===== config.mk =====
export PLATFORM = sky130hd
export DESIGN_NAME = xint_qualify
export DESIGN_NICKNAME = d
export VERILOG_FILES = /design/src/rtl/xint_pkg.sv /design/src/rtl/xint_sync.sv /design/src/rtl/xint_mode_regs.sv /design/src/rtl/xint_detect.sv /design/src/rtl/xint_qualify.sv
export SDC_FILE = /design/constraint.sdc
export NUM_CORES = 1
export LEC_CHECK = 0
export BUFFER_PORTS_ARGS = -buffer_cell sky130_fd_sc_hd__buf_2
export CORE_MARGIN = 2
export CORE_UTILIZATION = 35
export CTS_BUF_LIST = sky130_fd_sc_hd__clkbuf_2 sky130_fd_sc_hd__clkbuf_4 sky130_fd_sc_hd__clkbuf_8
export DETAILED_ROUTE_END_ITERATION = 10
export HOLD_SLACK_MARGIN = 0.1
export PLACE_DENSITY = 0.58
export SLEW_MARGIN = 20
export SYNTH_ARGS = -nofsm -noshare
export SYNTH_HDL_FRONTEND = slang
export SYNTH_SLANG_ARGS = --single-unit

===== constraint.sdc =====
create_clock -name clk -period 1.5 [get_ports clk]
set_clock_uncertainty 0.1 [all_clocks]
set_input_delay 0.3 -clock clk [delete_from_list [all_inputs] [get_ports clk]]
set_output_delay 0.3 -clock clk [all_outputs]
set_load 0.02 [all_outputs]

===== src/rtl/xint_pkg.sv =====
package xint_pkg;

  typedef enum logic [1:0] {
    TRIG_LOW  = 2'd0,
    TRIG_HIGH = 2'd1,
    TRIG_RISE = 2'd2,
    TRIG_FALL = 2'd3
  } trig_mode_e;

  localparam int unsigned MODE_W     = $bits(trig_mode_e);
  localparam trig_mode_e  TRIG_RESET = TRIG_FALL;

  // Strobe decision for one pin from its current and previous synchronised value.
  function automatic logic trig_fires(trig_mode_e mode, logic cur, logic prev);
    logic hit;
    case (mode)
      TRIG_LOW:  hit = ~cur;
      TRIG_HIGH: hit = cur;
      TRIG_RISE: hit = cur & ~prev;
      default:   hit = ~cur & prev;
    endcase
    return hit;
  endfunction

  // Lowest bit of a pin's field inside its configuration byte.
  function automatic int unsigned field_lsb(int unsigned pin, int unsigned pins_per_byte);
    return (pin % pins_per_byte) * MODE_W;
  endfunction

endpackage


===== src/rtl/xint_sync.sv =====
module xint_sync #(
  parameter int unsigned W      = 8,
  parameter int unsigned STAGES = 2
) (
  input  logic         clk,
  input  logic         rst_n,
  input  logic [W-1:0] d_i,
  output logic [W-1:0] q_o
);

  logic [W-1:0] chain [STAGES];

  always_ff @(posedge clk or negedge rst_n) begin
    if (!rst_n) begin
      for (int s = 0; s < int'(STAGES); s++) chain[s] <= '0;
    end else begin
      chain[0] <= d_i;
      for (int s = 1; s < int'(STAGES); s++) chain[s] <= chain[s-1];
    end
  end

  assign q_o = chain[STAGES-1];

endmodule


===== src/rtl/xint_mode_regs.sv =====
module xint_mode_regs
  import xint_pkg::*;
#(
  parameter int unsigned N_PINS = 8,
  parameter int unsigned DATA_W = 8,
  parameter int unsigned ADDR_W = 2
) (
  input  logic                     clk,
  input  logic                     rst_n,
  input  logic                     we_i,
  input  logic [ADDR_W-1:0]        addr_i,
  input  logic [DATA_W-1:0]        wdata_i,
  output logic [DATA_W-1:0]        rdata_o,
  output logic [N_PINS*MODE_W-1:0] mode_vec_o
);

  localparam int unsigned PPB = DATA_W / MODE_W;

  for (genvar i = 0; i < int'(N_PINS); i++) begin : g_pin
    localparam int unsigned BYTE_IDX = i / PPB;
    localparam int unsigned LSB      = field_lsb(i, PPB);
    trig_mode_e mode_q;
    logic       sel;

    assign sel = we_i && (addr_i == ADDR_W'(BYTE_IDX));

    always_ff @(posedge clk or negedge rst_n) begin
      if (!rst_n)   mode_q <= TRIG_RESET;
      else if (sel) mode_q <= trig_mode_e'(wdata_i[LSB +: MODE_W]);
    end

    assign mode_vec_o[i*MODE_W +: MODE_W] = mode_q;
  end

  always_comb begin
    rdata_o = '0;
    for (int i = 0; i < int'(N_PINS); i++) begin
      if (addr_i == ADDR_W'(i / int'(PPB)))
        rdata_o[(i % int'(PPB))*MODE_W +: MODE_W] = mode_vec_o[i*MODE_W +: MODE_W];
    end
  end

endmodule


===== src/rtl/xint_detect.sv =====
module xint_detect
  import xint_pkg::*;
#(
  parameter int unsigned N_PINS = 8
) (
  input  logic                     clk,
  input  logic                     rst_n,
  input  logic [N_PINS-1:0]        lvl_i,
  input  logic [N_PINS*MODE_W-1:0] mode_vec_i,
  output logic [N_PINS-1:0]        prev_o,
  output logic [N_PINS-1:0]        req_o
);

  logic [N_PINS-1:0] prev_q;
  logic [N_PINS-1:0] fire;
  logic [N_PINS-1:0] req_q;

  for (genvar i = 0; i < int'(N_PINS); i++) begin : g_pin
    trig_mode_e mode;
    assign mode    = trig_mode_e'(mode_vec_i[i*MODE_W +: MODE_W]);
    assign fire[i] = trig_fires(mode, lvl_i[i], prev_q[i]);
  end

  // History follows the pin alone; a mode write never touches it.
  always_ff @(posedge clk or negedge rst_n) begin
    if (!rst_n) begin
      prev_q <= '0;
      req_q  <= '0;
    end else begin
      prev_q <= lvl_i;
      req_q  <= fire;
    end
  end

  assign prev_o = prev_q;
  assign req_o  = req_q;

endmodule


===== src/rtl/xint_qualify.sv =====
module xint_qualify
  import xint_pkg::*;
#(
  parameter int unsigned N_PINS      = 8,
  parameter int unsigned DATA_W      = 8,
  parameter int unsigned ADDR_W      = 2,
  parameter int unsigned SYNC_STAGES = 2
) (
  input  logic              clk,
  input  logic              rst_n,
  input  logic [N_PINS-1:0] pin_i,
  input  logic [ADDR_W-1:0] cfg_addr_i,
  input  logic              cfg_we_i,
  input  logic [DATA_W-1:0] cfg_wdata_i,
  output logic [DATA_W-1:0] cfg_rdata_o,
  output logic [N_PINS-1:0] req_o
);

  // Named internal events, observed by the bound checker.
  logic [N_PINS*MODE_W-1:0] mode_vec;
  logic [N_PINS-1:0]        sync_lvl;
  logic [N_PINS-1:0]        sync_prev;

  xint_mode_regs #(
    .N_PINS (N_PINS),
    .DATA_W (DATA_W),
    .ADDR_W (ADDR_W)
  ) u_regs (
    .clk        (clk),
    .rst_n      (rst_n),
    .we_i       (cfg_we_i),
    .addr_i     (cfg_addr_i),
    .wdata_i    (cfg_wdata_i),
    .rdata_o    (cfg_rdata_o),
    .mode_vec_o (mode_vec)
  );

  xint_sync #(
    .W      (N_PINS),
    .STAGES (SYNC_STAGES)
  ) u_sync (
    .clk   (clk),
    .rst_n (rst_n),
    .d_i   (pin_i),
    .q_o   (sync_lvl)
  );

  xint_detect #(
    .N_PINS (N_PINS)
  ) u_detect (
    .clk        (clk),
    .rst_n      (rst_n),
    .lvl_i      (sync_lvl),
    .mode_vec_i (mode_vec),
    .prev_o     (sync_prev),
    .req_o      (req_o)
  );

endmodule


==> results of run 1 <==
[layout make-up]
type                       count  area [um^2]  area share, %
clock buffer                   6         82.6           3.25
timing repair buffer          67          468           18.4
clock inverter                 2         15.0          0.592
tap                           70         87.6           3.45
multi-input combinational     73          663           26.1
sequential                    48         1220           48.1
[registers in the layout, summed over array words and instances, names as in the netlist]
name,flops
u_regs.g_pin.mode_q,16
u_detect.prev_o,8
u_detect.req_o,8
u_sync.chain,8
u_sync.q_o,8
[timing repair]
action | in CTS | in global routing
hold buffers | 9 | 0
pin swaps | 6 | 8
resized for setup | 8 | 8
setup endpoints to repair | 8 | 13
buffers inserted | 18 | 0
hold endpoints to repair | 40 | 0
[metal layers]
metal / routed length (um) / share of wire [%]
met2: 1890 / 51
met3: 125 / 3.4
met1: 1620 / 43
met5: 0 / 0
met4: 94 / 2.5
[final timing paths]
check | slack, ns | cells after the start | from | to
setup / recovery | -0.1 | 3 | u_regs.g_pin[4].mode_q[1] | cfg_rdata_o[1]
hold / removal | 0.15 | 2 | cfg_wdata_i[3] | u_regs.g_pin[5].mode_q[1]
max in group asynchronous | 0.62 | 3 | rst_n | u_regs.g_pin[6].mode_q[1]
min in group asynchronous | 0.41 | 3 | rst_n | u_sync.chain[13]
setup reg to reg | 0.02 | 3 | u_regs.g_pin[1].mode_q[1] | u_detect.req_o[1]
hold reg to reg | 0.25 | 0 | u_sync.chain[15] | u_sync.q_o[7]
[cells in the mapped netlist (all sizes together)]
| library cell | count | share of area, % |
|---|---|---|
| dfstp | 16 | 23 |
| nor2 | 8 | 1.6 |
| buf | 2 | 0.87 |
| nand2b | 7 | 2.3 |
| mux2i | 8 | 4.3 |
| or3b | 7 | 3.3 |
| o211ai | 1 | 0.40 |
| nor3b | 1 | 1.0 |
| nand3b | 1 | 0.60 |
| o21ba | 7 | 3.8 |
| mux2 | 16 | 9.7 |
| nand4b | 1 | 0.47 |
| dfrtp | 32 | 43 |
| nand4bb | 1 | 0.60 |
| nand3 | 7 | 1.9 |
| xor2 | 1 | 0.47 |
| a32oi | 7 | 3.3 |
[power breakdown]
| part | total, mW | switching, mW | internal, mW |
|---|---|---|---|
| sequential | 1.59 | 0.0805 | 1.51 |
| combinational | 0.823 | 0.391 | 0.432 |
| clock | 0.788 | 0.415 | 0.373 |
[critical path, delay by kind of cell (launching register included)]
family | cells | cell delay [ns]
buf+inv | 1 | 0.16
flops | 1 | 0.54
mux | 1 | 0.06
simple gates | 1 | 0.14
[logic make-up (layout without fill, tap and decap cells)]
group | count (synthesis) | count (layout)
xor+xnor | 1 | 1
simple gates | 33 | 33
flops | 48 | 48
mux | 24 | 24
buf+inv | 2 | 75
compound gates | 15 | 15
[metrics by stage]
stage | hold WS, ns | utilization [%]
after CTS | 0.144 | 48.7
after global placement | 0.194 | 42.0
after detailed placement | 0.203 | 42.0
after global routing | 0.141 | 49.4
final | 0.150 | 49.4
after floorplan | -0.0956 | -
==> summary.md, run 1 <==
| Metric | Value |
|---|---|
| Status | `finished with violations` |
| Failing checks | `negative setup slack` |
| First-pass GRT wire length | `6.18 mm` |
| Leakage | `1.11 nW` |
| Startpoint types | `flop` |
| Hold Fails Final Rpt | `0` |
| Fin cells | `266` |
| Overflow after GRT | `0` |
| Syn_area_per_cell | `15.2 um^2` |
| Max IR drop VDD | `0.000691 V` |
| Critical path type | `flop to primary output` |
| Longest Clk Path Bufs | `2` |
| Count of final max-slew check failures | `0` |
| Initial drt markers | `38` |
| FP Rows | `26` |
| # clock sinks | `48` |
| FMAX | `626 MHz` |
| Setup TNS Final | `-0.506 ns` |
| Met1 usage | `16.0%` |
| Total Wirelength | `3.73 mm` |
| Maxcap violations | `0` |
| Total track usage | `13.4%` |
| Initial antenna violation count | `0` |
| Final nets | `216` |
| Port Buffers | `36` |
| Dpl ws | `0.0375 ns` |
| Layer with the highest usage | `met2` |
| First-pass iteration count of the detailed router | `4` |
| Fill cell count | `474` |
| Worst Path Required | `1.10 ns` |
| Die H | `77.0 um` |
| Layout cells sized above 1 | `59.7%` |
| Final Setup Violations | `8` |
| Post-synthesis instance total | `123` |
| Unrepaired setup endpoints after global routing | `yes` |
| Vias in the first global route | `1317` |
| GR met2 Demand/Resource | `22.7%` |
| CTS Root Cell | `clkbuf_8` |
| CTS tree | `yes` |
| Met3 Usage GRT | `2.94%` |
| Total Power | `3.21 mW` |
| Worst slew margin | `76.9%` |
| Number of primary I/O pins | `37` |
| Largest net degree at the start of global routing | `49` |
| Worst Tran Pin Value | `0.347 ns` |
| Yosys warning count | `0` |
| Worst min path class | `input port to flop` |
| DRC viols | `0` |
| CP max stage cell | `dfstp_2` |
| CORE AREA | `5140 um^2` |
| Crit path max fanout | `2` |
| Die area | `5930 um^2` |
| Mux cell area share after synthesis | `14.0%` |
| Post-Synth Adder-Cell Area | `0%` |
| Setup crit end kind | `primary output` |
| Compound-Gate Fraction of Synth Area | `7.44%` |
| Vias/cell | `4.70` |
| Worst-Skew Late Latency | `0.29 ns` |
| Post-synthesis sequential area ratio | `65.5%` |
| Area Growth Syn to Fin | `36.0%` |
| DP Cell Count | `231` |
| Synth unique cells | `18` |
| H-tree depth | `2` |
| Ordered list of cells on the worst path | `mux2i_1, nor2_1, buf_4` |
| Pwr Density | `1260 nW/um^2` |
| Syn_nets | `144` |
| Max incr delay on CP | `0.54 ns` |
| Clock buffer count from CTS | `5` |
| FF+latch count, synth | `48` |
| CP arrival | `1.20 ns` |
| Tcrit/Tclk final | `106%` |
| Period minus WS final | `1.60 ns` |
| Initial Utilization | `36.3%` |
| Die X | `77.0 um` |
| Post-DP HPWL | `2.32 mm` |
| Routed wire length per instance | `14.0 um` |
| Post-DP Area | `2160 um^2` |
| Synth Area in XOR/XNOR | `0.469%` |
| Post-DRT Antenna Nets | `0` |
| Final Cell Area | `2540 um^2` |
| Routability cong. | `0.753` |
| Most frequent cells in the layout | `dfrtp_1, buf_4, buf_2, mux2_2, dfstp_2` |
| ANT cells | `0` |
| Clock transition at path regs | `0.08 ns` |
| Final setup margin | `-0.0963 ns` |
| DR vias | `1251` |
| Most common cell after layout, fill and taps aside | `dfrtp_1` |
| Syn Std Cell Area | `1870 um^2` |
| Post-Synth Simple-Gate Area | `11.8%` |
| Largest family of logic cells by synthesized area | `multiplexers` |
(Power assumes the default switching activity.)
==> inputs of run 2 (changes only) <==
SETUP_SLACK_MARGIN = 0.4   (was not set)
SKIP_LAST_GASP = 1   (was not set)
==> run 2 against run 1 <==
Effect of this change: the run still ends with negative setup slack left; non-clock buffer count is 2 higher; total power grew 8.8%; routed wire length is 5.6% higher; fmax increased by 0.35%; clock power increased by 18%; worst setup slack improved by 0.0055 ns; core utilization up 2.9 points; global-route usage increased by 0.85 points; combinational power grew 15%; sequential cell count stayed put; via count is 4.8% higher; largest power group unchanged.
==> summary.md, run 2 (synthesized netlist as in run 1, its figures left out) <==
| Metric | Value |
|---|---|
| Post-DP Area | `2200 um^2 (+1.9%)` |
| DR vias | `1311 (+4.8%)` |
| Count of final max-slew check failures | `0 (unchanged)` |
| Max IR drop VDD | `0.000542 V (-22%)` |
| Setup crit end kind | `primary output` |
| Number of primary I/O pins | `37 (unchanged)` |
| Initial drt markers | `47 (+24%)` |
| Unrepaired setup endpoints after global routing | `yes` |
| CP arrival | `1.19 ns (about the same)` |
| Hold_sp | `cfg_wdata_i[5]` |
| Worst Tran Pin Value | `0.270 ns (-0.0770 ns)` |
| Tcrit/Tclk final | `106% (-0.37 points)` |
| CP endpoint | `cfg_rdata_o[5]` |
| Largest net degree at the start of global routing | `49 (unchanged)` |
| Dpl ws | `0.0170 ns (-0.0204 ns)` |
| Final nets | `218 (+0.93%)` |
| First-pass GRT wire length | `6.41 mm (+3.8%)` |
| Longest Clk Path Bufs | `2 (unchanged)` |
| Final Core Density | `52.3% (+2.9 points)` |
| R2r endpoint | `u_detect.req_o[2]` |
| Total Wirelength | `3.94 mm (+5.6%)` |
| Die area | `5930 um^2 (unchanged)` |
| Hold WS | `0.152 ns (+0.00176 ns)` |
| Hold Fails Final Rpt | `0 (unchanged)` |
| ANT cells | `0 (unchanged)` |
| Failing checks | `negative setup slack` |
| Port Buffers | `36 (unchanged)` |
| Most common cell after layout, fill and taps aside | `dfrtp_1` |
| Worst Setup SP | `u_regs.g_pin[6].mode_q[1]` |
| CORE AREA | `5140 um^2 (unchanged)` |
| Worst Reg2Reg Path Length in Cells | `4 (+1)` |
| Reg2Reg Setup Slack | `0.01 ns (about the same)` |
| First-pass iteration count of the detailed router | `4 (unchanged)` |
| Total Power | `3.49 mW (+8.8%)` |
| Clock transition at path regs | `0.08 ns (about the same)` |
| Final Setup Violations | `8 (unchanged)` |
| Worst slew margin | `81.9% (+5.0 points)` |
| Most frequent cells in the layout | `dfrtp_1, buf_4, buf_2, buf_6, dfstp_2` |
| Initial Utilization | `36.3% (unchanged)` |
| Final setup margin | `-0.0908 ns (+0.00551 ns)` |
| Post-DP HPWL | `2.46 mm (+6.0%)` |
| Pwr Density | `1300 nW/um^2 (+2.6%)` |
| Total track usage | `14.2% (+0.85 points)` |
| Initial antenna violation count | `0 (unchanged)` |
| DRC viols | `0 (unchanged)` |
| Fill cell count | `451 (-4.9%)` |
| FMAX | `629 MHz (+0.35%)` |
| Final Cell Area | `2690 um^2 (+6.0%)` |
| Routed wire length per instance | `14.7 um (+4.8%)` |
| Vias/cell | `4.89 (+4.0%)` |
| Post-DRT Antenna Nets | `0 (unchanged)` |
| R2r startpoint | `u_regs.g_pin[2].mode_q[1]` |
| # clock sinks | `48 (unchanged)` |
| Biggest register | `u_regs.g_pin.mode_q` |
| Crit path max fanout | `2 (unchanged)` |
| Area Growth Syn to Fin | `44.1%` |
| Critical path type | `flop to primary output` |
| Leakage | `1.18 nW (+5.6%)` |
| CTS tree | `yes` |
| Status | `finished with violations` |
| Die X | `77.0 um (unchanged)` |
| Layout cells sized above 1 | `64.1% (+4.4 points)` |
| H-tree depth | `2 (unchanged)` |
| Routability cong. | `0.695 (-7.7%)` |
| FP Rows | `26 (unchanged)` |
| CTS Root Cell | `clkbuf_8` |
| Largest register FFs | `16 (unchanged)` |
| Worst-Skew Late Latency | `0.30 ns (about the same)` |
| Worst Path Required | `1.10 ns (about the same)` |
| Period minus WS final | `1.59 ns (-0.00551 ns)` |
| Overflow after GRT | `0 (unchanged)` |
| Clock buffer count from CTS | `5 (unchanged)` |
| Die H | `77.0 um (unchanged)` |
| Maxcap violations | `0 (unchanged)` |
| Vias in the first global route | `1392 (+5.7%)` |
| Startpoint types | `flop` |
| Worst min path class | `input port to flop` |
==> run 2: how the worst min path moves through the flow <==
stage	endpoint	slack [ns]	cells after the start
6_report	u_regs.g_pin[6].mode_q[1]	0.15	2
2_1_floorplan	u_detect.prev_o[0]	-0.1	0
5_1_grt	u_regs.g_pin[7].mode_q[1]	0.15	2
4_1_cts	u_regs.g_pin[6].mode_q[1]	0.14	2
3_3_place_gp	u_sync.q_o[5]	0.20	2
3_5_place_dp	u_sync.q_o[5]	0.20	2
==> run 2: critical path: stages (launching register included) <==
cell	delay, ns
dfstp_2	0.55
mux2i_1	0.09
nor2_2	0.13
buf_6	0.12
==> run 2: final cells by class <==
class | count | area, um^2 | area share (%)
well taps | 70 | 87.6 | 3.26
repair buffers | 69 | 573 | 21.3
clock inverters | 2 | 35.0 | 1.30
clock buffers | 6 | 76.3 | 2.84
flip-flops and latches | 48 | 1220 | 45.4
multi-input cells | 73 | 696 | 25.9
==> run 2: metrics by stage <==
step	TNS, ns	instances
2_1_floorplan	0	123
3_3_place_gp	0	231
3_5_place_dp	0	231
4_1_cts	-0.488	265
5_1_grt	-0.896	268
6_report	-0.401	268
==> run 2: what timing repair did <==
item                                    CTS  global route
pin swaps                                 1             3
gates resized for setup                  30             9
endpoints found under the setup margin   36            31
hold buffers                              9             0
buffers inserted                         17             3
endpoints found under the hold margin    40             0
==> run 2: metal layers <==
layer / part of all wire [%] / track usage, % / wire length, um
met1: 39 / 14.8 / 1520
met2: 54 / 25.8 / 2110
met5: 0 / 0 / 0
met4: 3.1 / 7.32 / 123
met3: 4.7 / 4.12 / 186
==> run 2: report_power, final <==
| part | total [mW] | switching [mW] | internal, mW |
|---|---|---|---|
| Combinational | 0.948 | 0.411 | 0.537 |
| Sequential | 1.61 | 0.0932 | 1.51 |
| Clock | 0.930 | 0.418 | 0.513 |
| Total | 3.49 | 0.922 | 2.56 |
==> inputs of run 3 (changes only) <==
SYNTH_HIERARCHICAL = 1   (was not set)
clock period = 1.9 ns   (was 1.5 ns; I/O delays follow)
==> run 3 against run 2 <==
Effect of this change: non-clock buffer count down 6; critical path type unchanged; largest cell class unchanged; critical endpoint is now cfg_rdata_o[3]; largest power group unchanged; sequential power decreased by 22%; core utilization decreased by 6.7 points; the flow now finishes without violations; hold slack better by 0.088 ns.
==> summary.md, run 3 <==
| Metric | Value |
|---|---|
| Period minus WS final | `1.70 ns` |
| FF+latch count, synth | `48 (unchanged)` |
| Max IR drop VDD | `0.000483 V (-11%)` |
| Compound-Gate Fraction of Synth Area | `7.21% (-0.23 points)` |
| Vias in the first global route | `1278 (-8.2%)` |
| Unrepaired setup endpoints after global routing | `yes` |
| # clock sinks | `48 (unchanged)` |
| CP max stage cell | `dfstp_2` |
| Die area | `6110 um^2 (+3.1%)` |
| ANT cells | `0 (unchanged)` |
| First-pass GRT wire length | `6.35 mm (-0.87%)` |
| Crit path max fanout | `2 (unchanged)` |
| Multi-input logic area | `628 um^2 (-9.7%)` |
| Routed wire length per instance | `13.9 um (-5.0%)` |
| FMAX | `588 MHz` |
| Max incr delay on CP | `0.54 ns (about the same)` |
| Reg2Reg Setup Slack | `0.43 ns (+0.42 ns)` |
| Hold Path Depth | `2 (unchanged)` |
| Setup crit end kind | `primary output` |
| Cell taking the most area after synthesis | `dfrtp_1` |
| Fin cells | `264 (-1.5%)` |
| Largest register FFs | `16 (unchanged)` |
| Final nets | `212 (-2.8%)` |
| Number of primary I/O pins | `37 (unchanged)` |
| Largest net degree at the start of global routing | `30 (-39%)` |
| Most common cell after layout, fill and taps aside | `dfrtp_1` |
| DP Cell Count | `230 (-0.43%)` |
| Most frequent cells in the layout | `dfrtp_1, buf_2, buf_4, mux2_2, dfstp_2` |
| Mux cell area share after synthesis | `13.5% (-0.44 points)` |
| Power share of the clock group | `24.5% (-2.2 points)` |
| Worst min path class | `input port to flop` |
| Critical path type | `flop to primary output` |
| Biggest register | `u_regs/g_pin.mode_q` |
| R2r startpoint | `u_regs/g_pin[6].mode_q[1]` |
| Synth top cells by count | `dfrtp_1, dfstp_2, mux2_2` |
| Gate power share | `24.6% (-2.6 points)` |
| Port Buffers | `36 (unchanged)` |
| R2r endpoint | `u_detect/req_o[6]` |
| Die X | `78.2 um (+1.5%)` |
| Post-Synth Adder-Cell Area | `0% (unchanged)` |
| Hold path endpoint | `u_regs/g_pin[2].mode_q[0]` |
| Total Wirelength | `3.68 mm (-6.5%)` |
| Leakage | `1.09 nW (-7.0%)` |
| First-pass iteration count of the detailed router | `4 (unchanged)` |
| Vias/cell | `4.68 (-4.4%)` |
| Met3 Usage GRT | `3.79% (-0.32 points)` |
| Reg power frac | `50.9% (+4.8 points)` |
| Clock buffer count from CTS | `5 (unchanged)` |
| Synth unique cells | `19 (+1)` |
| CTS tree | `yes` |
| Worst Tran Pin Value | `0.474 ns (+0.204 ns)` |
| Initial Utilization | `35.6% (-0.67 points)` |
| DRC viols | `0 (unchanged)` |
| Worst-Skew Late Latency | `0.29 ns (about the same)` |
| Hold_sp | `cfg_wdata_i[4]` |
| CORE AREA | `5410 um^2 (+5.2%)` |
| Startpoint types | `flop` |
| Layout cells sized above 1 | `53.6% (-10 points)` |
| Yosys warning count | `6 (+6)` |
| FP Rows | `27 (+3.8%)` |
| Overflow after GRT | `0 (unchanged)` |
| Top post-synthesis cells by area | `dfrtp_1, dfstp_2, mux2_2` |
| Power Internal | `1.80 mW (-30%)` |
| Total track usage | `13.4% (-0.84 points)` |
| Setup TNS Final | `0 ns (+0.401 ns)` |
| Post-synth ARST share | `100% (unchanged)` |
| Syn_nets | `152 (+5.6%)` |
| Largest family of logic cells by synthesized area | `multiplexers` |
| Area Growth Syn to Fin | `28.1%` |
| Routability cong. | `0.742 (+6.8%)` |
| H-tree depth | `2 (unchanged)` |
| Ordered list of cells on the worst path | `mux2i_1, nor2_1, buf_4` |
| Post-synthesis sequential area ratio | `63.4% (-2.0 points)` |
| Hold Fails Final Rpt | `0 (unchanged)` |
| Longest Clk Path Bufs | `2 (unchanged)` |
| Clock transition at path regs | `0.08 ns (about the same)` |
| Synth Area in XOR/XNOR | `0.455% (-0.015 points)` |
| Status | `finished, final reports clean` |
| Top cell type's share of synthesized area | `41.6% (-1.3 points)` |
| Die H | `78.2 um (+1.5%)` |
| Worst slew margin | `68.4% (-14 points)` |
| Most common cell in the synthesized netlist | `dfrtp_1` |
| Met1 usage | `17.4% (+2.6 points)` |
| Sw Share | `27.2% (+0.77 points)` |
| Pwr Density | `1000 nW/um^2 (-23%)` |
| Post-DP HPWL | `2.45 mm (-0.21%)` |
| Post-synthesis instance total | `131 (+6.5%)` |
| CTS Root Cell | `clkbuf_8` |
| Syn Std Cell Area | `1930 um^2 (+3.2%)` |
| Layer with the highest usage | `met2` |
| Most used flip-flop cell after synthesis | `dfrtp_1` |
| DR vias | `1235 (-5.8%)` |
| Tcrit/Tclk final | `89.5%` |
| Post-synth EDFFs | `0 (unchanged)` |
| CP arrival | `1.22 ns (+0.03 ns)` |
| Post-Synth Simple-Gate Area | `11.4% (-0.37 points)` |
| Fill cell count | `505 (+12%)` |
| Worst Path Required | `1.42 ns (+0.32 ns)` |
| Syn_area_per_cell | `14.7 um^2 (-3.1%)` |
| Count of final max-slew check failures | `0 (unchanged)` |
| Initial drt markers | `76 (+62%)` |
| GR met2 Demand/Resource | `21.6% (-4.2 points)` |
| Maxcap violations | `0 (unchanged)` |
| Post-DRT Antenna Nets | `0 (unchanged)` |
| NetSw | `671 uW (-27%)` |
| Worst Reg2Reg Path Length in Cells | `4 (unchanged)` |
| FF/Latch Area | `1220 um^2 (unchanged)` |
| Final Setup Violations | `0 (-8)` |
| Initial antenna violation count | `0 (unchanged)` |
## run 3: critical path: cells and delay by family, from the launching register on
kind,cells,cell delay (ns)
buffers and inverters,1,0.17
AND/OR/NAND/NOR,1,0.16
flip-flops,1,0.54
multiplexers,1,0.06
## run 3: how the worst max path moves through the flow
stage | start | endpoint | slack, ns | cells after the start
floorplan | cfg_addr_i[1] | u_regs/g_pin[0].mode_q[0] | 0.48 | 3
global placement | cfg_addr_i[0] | cfg_rdata_o[3] | 0.31 | 4
detailed placement | cfg_addr_i[0] | u_regs/g_pin[0].mode_q[1] | 0.27 | 3
CTS | u_regs/g_pin[5].mode_q[1] | cfg_rdata_o[3] | 0.19 | 3
global route | u_regs/g_pin[5].mode_q[1] | cfg_rdata_o[3] | 0.14 | 3
finish | u_regs/g_pin[5].mode_q[1] | cfg_rdata_o[3] | 0.20 | 3
## run 3: layout make-up
class,instances,area share [%]
flip-flops and latches,48,49.5
multi-input cells,73,25.5
repair buffers,63,17.8
well taps,72,3.65
clock buffers,7,3.40
clock inverters,1,0.203
## run 3: stage by stage
stage / util (%) / power (mW) / cell area, um^2 / hold WS, ns / setup WS [ns]
floorplan: - / 1.60 / 1930 / -0.0156 / 0.482
global placement: 39.6 / 1.73 / 2140 / 0.235 / 0.313
detailed placement: 39.6 / 1.75 / 2140 / 0.237 / 0.274
CTS: 45.5 / 2.48 / 2460 / 0.230 / 0.188
global route: 45.6 / 2.60 / 2470 / 0.227 / 0.144
finish: 45.6 / 2.47 / 2470 / 0.239 / 0.199
## run 3: cell families (layout without fill, tap and decap cells)
group,Yosys count,in the layout
mux,24,24
xor+xnor,1,1
buf+inv,10,71
flops,48,48
simple gates,33,33
compound gates,15,15
## run 3: power by group through the flow
stage / Combinational [mW] / Sequential (mW) / Clock (mW)
after global routing: 0.660 / 1.27 / 0.673
after floorplan: 0.251 / 1.35 / 0
after detailed placement: 0.417 / 1.34 / 0
final: 0.607 / 1.25 / 0.605
after CTS: 0.604 / 1.25 / 0.621
after global placement: 0.403 / 1.32 / 0
## run 3: timing repair
| item | CTS | global route |
|---|---|---|
| resized for setup | 8 | 0 |
| hold endpoints to repair | 23 | 0 |
| pin swaps | 6 | 6 |
| hold buffers | 9 | 0 |
| setup endpoints to repair | 8 | 8 |
| setup buffers | 16 | 1 |
## run 3: layer usage
metal / wire length [um] / up-vias
met4: 36 / 0
met2: 1850 / 27
li1: - / 585
met5: 0 / -
met3: 167 / 5
met1: 1620 / 618
